`src/rtl/vbe_pkg.sv`:
```
package vbe_pkg;
  localparam int VAL_W = 32;
  localparam int BLK_W = 128;

  typedef enum logic [1:0] {
    OP_INC = 2'd0,
    OP_DEC = 2'd1,
    OP_RESTORE = 2'd2,
    OP_XFER = 2'd3
  } vbe_op_e;

  typedef enum logic [1:0] {
    ERR_NONE = 2'd0,
    ERR_FORMAT = 2'd1,
    ERR_OVERFLOW = 2'd2,
    ERR_NODATA = 2'd3
  } vbe_err_e;

  typedef struct packed {
    logic latch;   // take operand
    logic capture; // take source block from memory
    logic exec;    // check format and compute
    logic noData;  // refused transfer
    logic xferOk;  // transfer written
  } vbe_strobe_t;
endpackage

```
`src/rtl/vbe_ctrl.sv`:
```
module vbe_ctrl
  import vbe_pkg::*;
#(
  parameter int ADDR_W = 6
) (
  input  logic              clk,
  input  logic              rstN,
  input  logic              cmdValid,
  input  logic [1:0]        cmdOp,
  input  logic [ADDR_W-1:0] cmdAddr,
  input  logic              memAck,
  input  logic              regValid,
  output vbe_strobe_t       strb,
  output vbe_op_e           opReg,
  output logic              memReq,
  output logic              memWe,
  output logic [ADDR_W-1:0] memAddr,
  output logic              busy,
  output logic              done
);
  typedef enum logic [2:0] {S_IDLE, S_READ, S_EXEC, S_WRITE, S_DONE} state_e;
  state_e state, nextState;
  logic [ADDR_W-1:0] addrReg;

  always_comb begin
    nextState = state;
    strb = '0;
    case (state)
      S_IDLE: if (cmdValid) begin
        strb.latch = 1'b1;
        if (vbe_op_e'(cmdOp) != OP_XFER) nextState = S_READ;
        else if (regValid) nextState = S_WRITE;
        else begin
          strb.noData = 1'b1;
          nextState = S_DONE;
        end
      end
      S_READ: if (memAck) begin
        strb.capture = 1'b1;
        nextState = S_EXEC;
      end
      S_EXEC: begin
        strb.exec = 1'b1;
        nextState = S_DONE;
      end
      S_WRITE: if (memAck) begin
        strb.xferOk = 1'b1;
        nextState = S_DONE;
      end
      default: nextState = S_IDLE;
    endcase
  end

  always_ff @(posedge clk or negedge rstN) begin
    if (!rstN) begin
      state <= S_IDLE;
      opReg <= OP_INC;
      addrReg <= '0;
    end else begin
      state <= nextState;
      if (strb.latch) begin
        opReg <= vbe_op_e'(cmdOp);
        addrReg <= cmdAddr;
      end
    end
  end

  assign memReq = (state == S_READ) || (state == S_WRITE);
  assign memWe = (state == S_WRITE);
  assign memAddr = addrReg;
  assign busy = (state != S_IDLE);
  assign done = (state == S_DONE);

  AST_DONE_PULSE: assert property (@(posedge clk) disable iff (!rstN)
    done |=> !done);
  AST_REQ_HOLD: assert property (@(posedge clk) disable iff (!rstN)
    (memReq && !memAck) |=> (memReq && $stable(memAddr) && $stable(memWe)));
  AST_WRITE_ONLY_XFER: assert property (@(posedge clk) disable iff (!rstN)
    memWe |-> (opReg == OP_XFER));
  AST_XFER_NEEDS_VALID: assert property (@(posedge clk) disable iff (!rstN)
    memWe |-> regValid);
endmodule

```
`src/rtl/vbe_dpath.sv`:
```
module vbe_dpath
  import vbe_pkg::*;
(
  input  logic             clk,
  input  logic             rstN,
  input  vbe_strobe_t      strb,
  input  vbe_op_e          opReg,
  input  logic [VAL_W-1:0] cmdOperand,
  input  logic [BLK_W-1:0] memRdata,
  output logic [BLK_W-1:0] memWdata,
  output logic             regValid,
  output logic [1:0]       errCode
);
  logic [BLK_W-1:0] srcBlk;
  logic [VAL_W-1:0] valReg, operandReg, srcVal, sumVal, diffVal;
  logic [7:0]       addrByte, srcAddr;
  logic             fmtOk, addOvf, subOvf;
  vbe_err_e         errReg;

  assign srcVal  = srcBlk[31:0];
  assign srcAddr = srcBlk[103:96];
  assign fmtOk = (srcBlk[63:32] == ~srcVal) && (srcBlk[95:64] == srcVal)
              && (srcBlk[111:104] == ~srcAddr) && (srcBlk[119:112] == srcAddr)
              && (srcBlk[127:120] == ~srcAddr);

  assign sumVal  = srcVal + operandReg;
  assign diffVal = srcVal - operandReg;
  assign addOvf = (srcVal[VAL_W-1] == operandReg[VAL_W-1]) && (sumVal[VAL_W-1] != srcVal[VAL_W-1]);
  assign subOvf = (srcVal[VAL_W-1] != operandReg[VAL_W-1]) && (diffVal[VAL_W-1] != srcVal[VAL_W-1]);

  always_ff @(posedge clk or negedge rstN) begin
    if (!rstN) begin
      srcBlk <= '0;
      valReg <= '0;
      operandReg <= '0;
      addrByte <= '0;
      regValid <= 1'b0;
      errReg <= ERR_NONE;
    end else begin
      if (strb.latch) operandReg <= cmdOperand;
      if (strb.capture) srcBlk <= memRdata;
      if (strb.noData) begin
        errReg <= ERR_NODATA;
        regValid <= 1'b0;
      end
      if (strb.xferOk) errReg <= ERR_NONE;
      if (strb.exec) begin
        if (!fmtOk) begin
          errReg <= ERR_FORMAT;
          regValid <= 1'b0;
        end else if ((opReg == OP_INC && addOvf) || (opReg == OP_DEC && subOvf)) begin
          errReg <= ERR_OVERFLOW;
        end else begin
          errReg <= ERR_NONE;
          regValid <= 1'b1;
          addrByte <= srcAddr;
          case (opReg)
            OP_INC:  valReg <= sumVal;
            OP_DEC:  valReg <= diffVal;
            default: valReg <= srcVal;
          endcase
        end
      end
    end
  end

  assign memWdata = {~addrByte, addrByte, ~addrByte, addrByte, valReg, ~valReg, valReg};
  assign errCode = errReg;

  AST_BAD_FMT_INVALID: assert property (@(posedge clk) disable iff (!rstN)
    (strb.exec && !fmtOk) |=> (!regValid && errCode == ERR_FORMAT));
  AST_NO_OVERFLOW: assert property (@(posedge clk) disable iff (!rstN)
    (strb.exec && fmtOk && ((opReg == OP_INC && addOvf) || (opReg == OP_DEC && subOvf)))
    |=> ($stable(valReg) && $stable(regValid) && errCode == ERR_OVERFLOW));
  AST_ERR_HOLD: assert property (@(posedge clk) disable iff (!rstN)
    !(strb.exec || strb.noData || strb.xferOk) |=> $stable(errCode));
endmodule

```
`src/rtl/value_block_engine.sv`:
```
module value_block_engine
  import vbe_pkg::*;
#(
  parameter int ADDR_W = 6
) (
  input  logic              clk,
  input  logic              rstN,
  input  logic              cmdValid,
  input  logic [1:0]        cmdOp,
  input  logic [ADDR_W-1:0] cmdAddr,
  input  logic [31:0]       cmdOperand,
  output logic              busy,
  output logic              done,
  output logic [1:0]        errCode,
  output logic              memReq,
  output logic              memWe,
  output logic [ADDR_W-1:0] memAddr,
  output logic [127:0]      memWdata,
  input  logic              memAck,
  input  logic [127:0]      memRdata
);
  vbe_strobe_t strb;
  vbe_op_e     opReg;
  logic        regValid;

  vbe_ctrl #(.ADDR_W(ADDR_W)) i_ctrl (
    .clk(clk), .rstN(rstN), .cmdValid(cmdValid), .cmdOp(cmdOp), .cmdAddr(cmdAddr),
    .memAck(memAck), .regValid(regValid), .strb(strb), .opReg(opReg),
    .memReq(memReq), .memWe(memWe), .memAddr(memAddr), .busy(busy), .done(done)
  );

  vbe_dpath i_dpath (
    .clk(clk), .rstN(rstN), .strb(strb), .opReg(opReg), .cmdOperand(cmdOperand),
    .memRdata(memRdata), .memWdata(memWdata), .regValid(regValid), .errCode(errCode)
  );
endmodule

```
`config.mk`:
```
export PLATFORM = sky130hd
export DESIGN_NAME = value_block_engine
export DESIGN_NICKNAME = d
export VERILOG_FILES = /design/src/rtl/vbe_pkg.sv /design/src/rtl/vbe_ctrl.sv /design/src/rtl/vbe_dpath.sv /design/src/rtl/value_block_engine.sv
export SDC_FILE = /design/constraint.sdc
export NUM_CORES = 1
export LEC_CHECK = 0
export BUFFER_PORTS_ARGS = -buffer_cell sky130_fd_sc_hd__buf_2
export CORE_ASPECT_RATIO = 2
export CORE_MARGIN = 2
export CORE_UTILIZATION = 45
export DETAILED_ROUTE_END_ITERATION = 6
export HOLD_SLACK_MARGIN = 0.03
export PLACE_DENSITY = 0.69
export SETUP_SLACK_MARGIN = 0.05
export SYNTH_ARGS = -nofsm -noshare
export SYNTH_HDL_FRONTEND = slang
export SYNTH_SLANG_ARGS = --single-unit
```
`constraint.sdc`:
```
create_clock -name clk -period 10 [get_ports clk]
set_input_delay 0.5 -clock clk [delete_from_list [all_inputs] [get_ports clk]]
set_output_delay 0.5 -clock clk [all_outputs]
set_load 0.02 [all_outputs]
```
* Word-level counts from Yosys, hierarchy flattened
Cells that the tools add are included.
** Storage, ports and cells
- Input bits :: 172
- Register bits :: 214
- Logic and storage cells :: 76
** Cells by class
- Bitwise logic cells :: 5
- Eq/ne operators :: 18
- $add $sub $neg :: 2
- Multiplexer cells :: 26
- Reduce and logical (&&, ||, !) cells :: 16
** Operators with widths (count)
- $eq A32 B32 Y1 :: 2
- $not A32 Y32 :: 2
- $pmux W32 S2 :: 1
- $add A32 B32 Y32 :: 1
- $sub A32 B32 Y32 :: 1
- $eq A8 B8 Y1 :: 3
- $not A8 Y8 :: 2
- $mux W3 :: 5
- $mux W1 :: 14
- $pmux W3 S4 :: 1
- $mux W2 :: 5
- $logic_and A1 B1 Y1 :: 8
- $eq A3 B2 Y1 const B :: 2
- $ne A2 B2 Y1 const B :: 3
- $reduce_and A3 Y1 :: 2
- $reduce_bool A3 Y1 :: 2
- $eq A3 B1 Y1 const B :: 1
- $eq A3 B3 Y1 const B :: 1
- $logic_not A3 Y1 :: 1
- $ne A1 B1 Y1 :: 3
- $eq A2 B1 Y1 const B :: 1
- $logic_not A2 Y1 :: 1
- $logic_or A1 B1 Y1 :: 2
- $ne A2 B1 Y1 const B :: 1
- 2 further kinds :: 2

* Longest topological paths before layout
- Depth after elaboration :: 8
- Mapped depth :: 15

* Cells and area by module
A second synthesis with hierarchy kept.
** Unflattened totals
- Cells, all modules :: 1333
- Area, all modules :: 13326.5 um^2
** Modules (own cells, without submodules)
- vbe_dpath :: sequential area each 5079.9 um^2, times used 1, area an instance 12796.0 um^2, cells an instance 1291
- vbe_ctrl :: sequential area each 275.3 um^2, times used 1, area an instance 530.5 um^2, cells an instance 42

* Worst setup path after synthesis
No wires, ideal clock.
- Kind :: register -> register
- Start :: register i_dpath.srcBlk[12]
- End :: register i_dpath.valReg[22]
- Stages on the path, launching flop included :: 12
- Buffers on the path :: 2
- Slack :: 6.628 ns
- Setup time :: 0.125 ns
- Data required time :: 9.875 ns
- Period minus slack after synthesis :: 3.372 ns
- Arrival time :: 3.247 ns
- Cells stage by stage :: dfrtp_1 ha_1 buf_2 or4_1 nand4b_1 a221o_1 o211a_2 a2111oi_4 o311ai_1 a311oi_2 buf_2 mux2_2
** On the way
- Word-level cells in the longest chain between the ends :: 7
- Elaborated cells on any way between the ends :: 19
- Classes of those cells :: add/sub: 2; eq/ne: 4; mux: 1; bitwise: 2; reduce/logical: 10
** RTL lines
- from (decl) :: RTL line vbe_dpath.sv:14 : logic [BLK_W-1:0] srcBlk;
- from (signal assigned) :: RTL line vbe_dpath.sv:41 : if (strb.capture) srcBlk <= memRdata;
- $add A32 B32 Y32 (tied with other cells) :: RTL line vbe_dpath.sv:26 : assign sumVal = srcVal + operandReg;
- $ne A1 B1 Y1 (tied with other cells) :: RTL line vbe_dpath.sv:28 : assign addOvf = (srcVal[VAL_W-1] == operandReg[VAL_W-1]) && (sumVal[VAL_W-1] != srcVal[VAL_W-1]);
- $logic_and A1 B1 Y1 (on tied branches) :: RTL line vbe_dpath.sv:28, vbe_dpath.sv:22, vbe_dpath.sv:29
- $logic_and A1 B1 Y1 (on tied branches) :: RTL line vbe_dpath.sv:51, vbe_dpath.sv:23
- $logic_or A1 B1 Y1 / $logic_and A1 B1 Y1 (equally long branches) :: RTL line vbe_dpath.sv:51, vbe_dpath.sv:23
- $not A1 Y1 (no source line) / $logic_and A1 B1 Y1 (equally long branches)
- $reduce_and A3 Y1 (no source line)
- to (signal assigned) :: RTL line vbe_dpath.sv:58 : OP_INC: valReg <= sumVal;
- to (signal assigned) :: RTL line vbe_dpath.sv:59 : OP_DEC: valReg <= diffVal;
- to (signal assigned) :: RTL line vbe_dpath.sv:60 : default: valReg <= srcVal;
- to (decl) :: RTL line vbe_dpath.sv:15 : logic [VAL_W-1:0] valReg, operandReg, srcVal, sumVal, diffVal;
Parallel ways exist; a longest one is shown, timed or not.
A chain may end at the register's enable or synchronous reset.

* Worst setup path after layout
- Start :: register i_dpath.srcBlk[0]
- End :: register i_dpath.valReg[26]
Same word-level chain as after synthesis.

==> flow_summary.ini <==
[detailed_routing]
drc = 0
wl_per_cell_microns = 20.5
vias = 10900
firstDrtPassIters = 6
drt-total-wl_microns = 40400
vias_per_cell = 5.55
drt_iter0_drc = 482
ant_nets = 0

[sta]
fin_setup_tns_ns = 0
slew_headroom_pct = 24.0
drv_slew = 0
finalCriticalPeriod_ns = 4.17
rsz0062_at_grt = false
setup_ws_ns = 5.83
clock_skew_ns = 0.0136
tightest_slew_ns = 1.13
fin_crit_sh_pct = 41.7
setup_viol = 0
finalHoldViolations = 0
max_freq_ghz = 0.240

[critical_path]
cp.required_ns = 10.38
arrival_ns = 4.55
regToRegSetupSlack_ns = 5.83
r2r-start = i_dpath.srcBlk[0]
setup.worst_path.class = reg -> reg
end_kind = register
critPathMaxFanout = 7
critPathCapture = i_dpath.valReg[26]
critPathLaunchType = register
setup.worst_path.start = i_dpath.srcBlk[0]
max_stage_delay_ns = 0.92
path_cells = inv_1 -> ha_1 -> fa_1 -> nor2b_1 -> o2111ai_1 -> a31oi_1 -> o22ai_1 -> o31a_1 -> o31ai_1 -> a41oi_1 -> o211a_1 -> o311ai_0 -> o21ai_0
cpMaxStageDelayCell = o31ai_1
worst_r2r_path_depth = 13
rr_endpoint = i_dpath.valReg[26]

[placement]
dp_hpwl_microns = 31200
place_area_sq_um = 14500
gp_congestion = 0.979
pre_cts_ws_ns = 5.87
port_buffers = 311

[final_layout]
multi_input_area_sq_um = 6680
layout-drive-gt1-share_pct = 31.3
nNetsFinal = 1832
final_cell_area_sq_um = 15300
seqCellArea_sq_um = 5360
area_growth_pct = 17.2
fin_util_pct = 53.2
fillers = 2635

[pwr]
clockPowerShare_pct = 14.9
p_total_mw = 5.69
p_sw_share_pct = 46.4
p_leak_nw = 7.08
p_int_mw = 3.05
switchingPower_mw = 2.64
seqPwrFrac_pct = 28.6
power_density_nw_per_um2 = 372
ir_drop_v = 0.000202
combPwrFrac_pct = 56.5

[grt]
grt_overflow = 0
grt_start_max_net_pins = 86
grt_pass1_wl_microns = 61400
antenna_found_initial = 1
track_usage_pct = 25.7
grt_pass1_vias = 11200

[logic_synthesis]
synth-edff-count = 0
yosysTopAreaCell = dfrtp_1
ys_types = 67
synth_common_cells = dfrtp_1, mux2_2, o21ai_0
synth_flop_cell = dfrtp_1
netlist_instances = 1362
yosysMostFrequentCell = dfrtp_1
synth-seq-cells = 214
synth-async-reset-ratio_pct = 100
syn-num-nets = 1598
synth_top_area_share_pct = 41.0
ys_seq_area_share_pct = 41.0
ys_top_cells_by_area = dfrtp_1, mux2_2, ha_1
synthesis.area_sq_um = 13100
avgSynthCellArea_sq_um = 9.58
synth_warnings = 0

[die]
row_count = 88
initial_utilization_pct = 45.4
dieWidth_microns = 124
dieArea_sq_um = 30500
ios = 312
die_h_microns = 245
core_area_sq_um = 28700

[clocking]
cts_sinks = 214
cts_tree = built
cts_resized = 0
clock_path_buffers = 3
cts-hold-fix-buffers = 1
cts_inserted_buffers = 22
ctsRootBufferMaster = clkbuf_16
post_cts_buffers = 0
clock_latency_ns = 0.52
h-tree-depth = 1
clk_pin_slew_ns = 0.06

[hold_path]
hold_depth = 3
hold_path_class = in -> reg

[job]
cap_viol_max_count = 0

[run_status]
outcome = complete, no violations
[layout make-up]
cell class                      instances  share of cell area [%]
Sequential cell                       214                    35.0
Inverter                              111                    2.72
Antenna cell                            2                  0.0327
Timing Repair Buffer                  322                    10.8
Clock inverter                          7                   0.597
Multi-Input combinational cell        925                    43.7
Tap cell                              360                    2.94
Clock buffer                           31                    4.22
[state kept, by name (all words and copies together) (netlist names)]
signal	flops
i_dpath.operandReg	32
i_ctrl.memAddr	6
i_dpath.srcBlk	128
i_dpath.errCode	2
i_ctrl.opReg	2
i_dpath.regValid	1
i_dpath.valReg	32
i_ctrl.state	3
i_dpath.addrByte	8
[cells by family (layout without fill, tap and decap cells)]
| family | after synthesis | after routing | share of synthesized area, % |
|---|---|---|---|
| AND/OR/NAND/NOR | 308 | 308 | 11.3 |
| XOR/XNOR | 86 | 86 | 5.77 |
| adder cells (fa/ha/maj) | 64 | 64 | 6.25 |
| flip-flops | 214 | 214 | 41.0 |
| multiplexers | 143 | 143 | 12.2 |
| AO/OA/AOI/OAI | 324 | 324 | 15.4 |
| buffers and inverters | 223 | 471 | 7.98 |
| other | 0 | 2 | 0 |
[worst min path at each step]
| stage | from | endpoint |
|---|---|---|
| 3_5_place_dp | i_ctrl.memAddr[0] | i_ctrl.memAddr[0] |
| 3_3_place_gp | i_ctrl.memAddr[3] | i_ctrl.memAddr[3] |
| 2_1_floorplan | rstN | i_ctrl.memAddr[0] |
| 5_1_grt | cmdOperand[11] | i_dpath.operandReg[11] |
| 6_report | cmdOperand[1] | i_dpath.operandReg[1] |
| 4_1_cts | cmdOperand[1] | i_dpath.operandReg[1] |
[critical path, delay by kind of cell, from the launching register on]
kind	cells	cell delay (ns)
AND/OR/NAND/NOR	1	0.17
flip-flops	1	0.44
adder cells (fa/ha/maj)	2	0.62
buffers and inverters	1	0.10
AO/OA/AOI/OAI	9	2.69
[power by group through the flow]
stage	Combinational (mW)	Clock [mW]	Sequential, mW
5_1_grt	3.50	0.900	1.68
6_report	3.21	0.850	1.63
3_3_place_gp	3.16	0	1.61
3_5_place_dp	3.18	0	1.64
4_1_cts	3.20	0.865	1.63
2_1_floorplan	2.33	0	1.51
[metrics by stage]
stage / hold slack, ns / cells
final: 0.183 / 1972
after global routing: 0.188 / 1971
after CTS: 0.170 / 1970
after detailed placement: 0.490 / 1931
after global placement: 0.483 / 1931
after floorplan: 0.204 / 1362
[metal layers]
| metal | up-vias | share of wire, % | track usage [%] |
|---|---|---|---|
| met1 | 5276 | 35 | 26.4 |
| met3 | 113 | 5.0 | 3.53 |
| met2 | 394 | 54 | 48.9 |
| li1 | 5153 | - | - |
| met4 | 0 | 6.1 | 15.1 |
| met5 | - | 0 | 0 |
[cell usage in the layout, fill, tap and decap left out, types with 7 or more instances in the layout]
master | netlist | routed
nand3b_1 | 8 | 8
nor3_1 | 10 | 10
nor2_1 | 74 | 73
ha_1 | 62 | 62
nand2_1 | 112 | 112
mux2_2 | 134 | 134
buf_2 | 5 | 310
xor2_1 | 32 | 32
mux2i_1 | 9 | 9
nand2b_1 | 13 | 13
xnor2_1 | 54 | 54
dfrtp_1 | 214 | 214
clkbuf_16 | 0 | 23
o21bai_1 | 15 | 15
o211ai_1 | 13 | 13
o21ai_0 | 119 | 119
a21oi_1 | 71 | 71
nor2b_1 | 15 | 15
buf_4 | 51 | 10
o31ai_1 | 10 | 10
nor4_1 | 19 | 19
nand4_1 | 15 | 15
o22ai_1 | 7 | 7
nand3_1 | 12 | 12
a21o_1 | 14 | 14
a31oi_1 | 10 | 10
inv_1 | 110 | 110
a211oi_1 | 15 | 15
(Power assumes the default switching activity.)
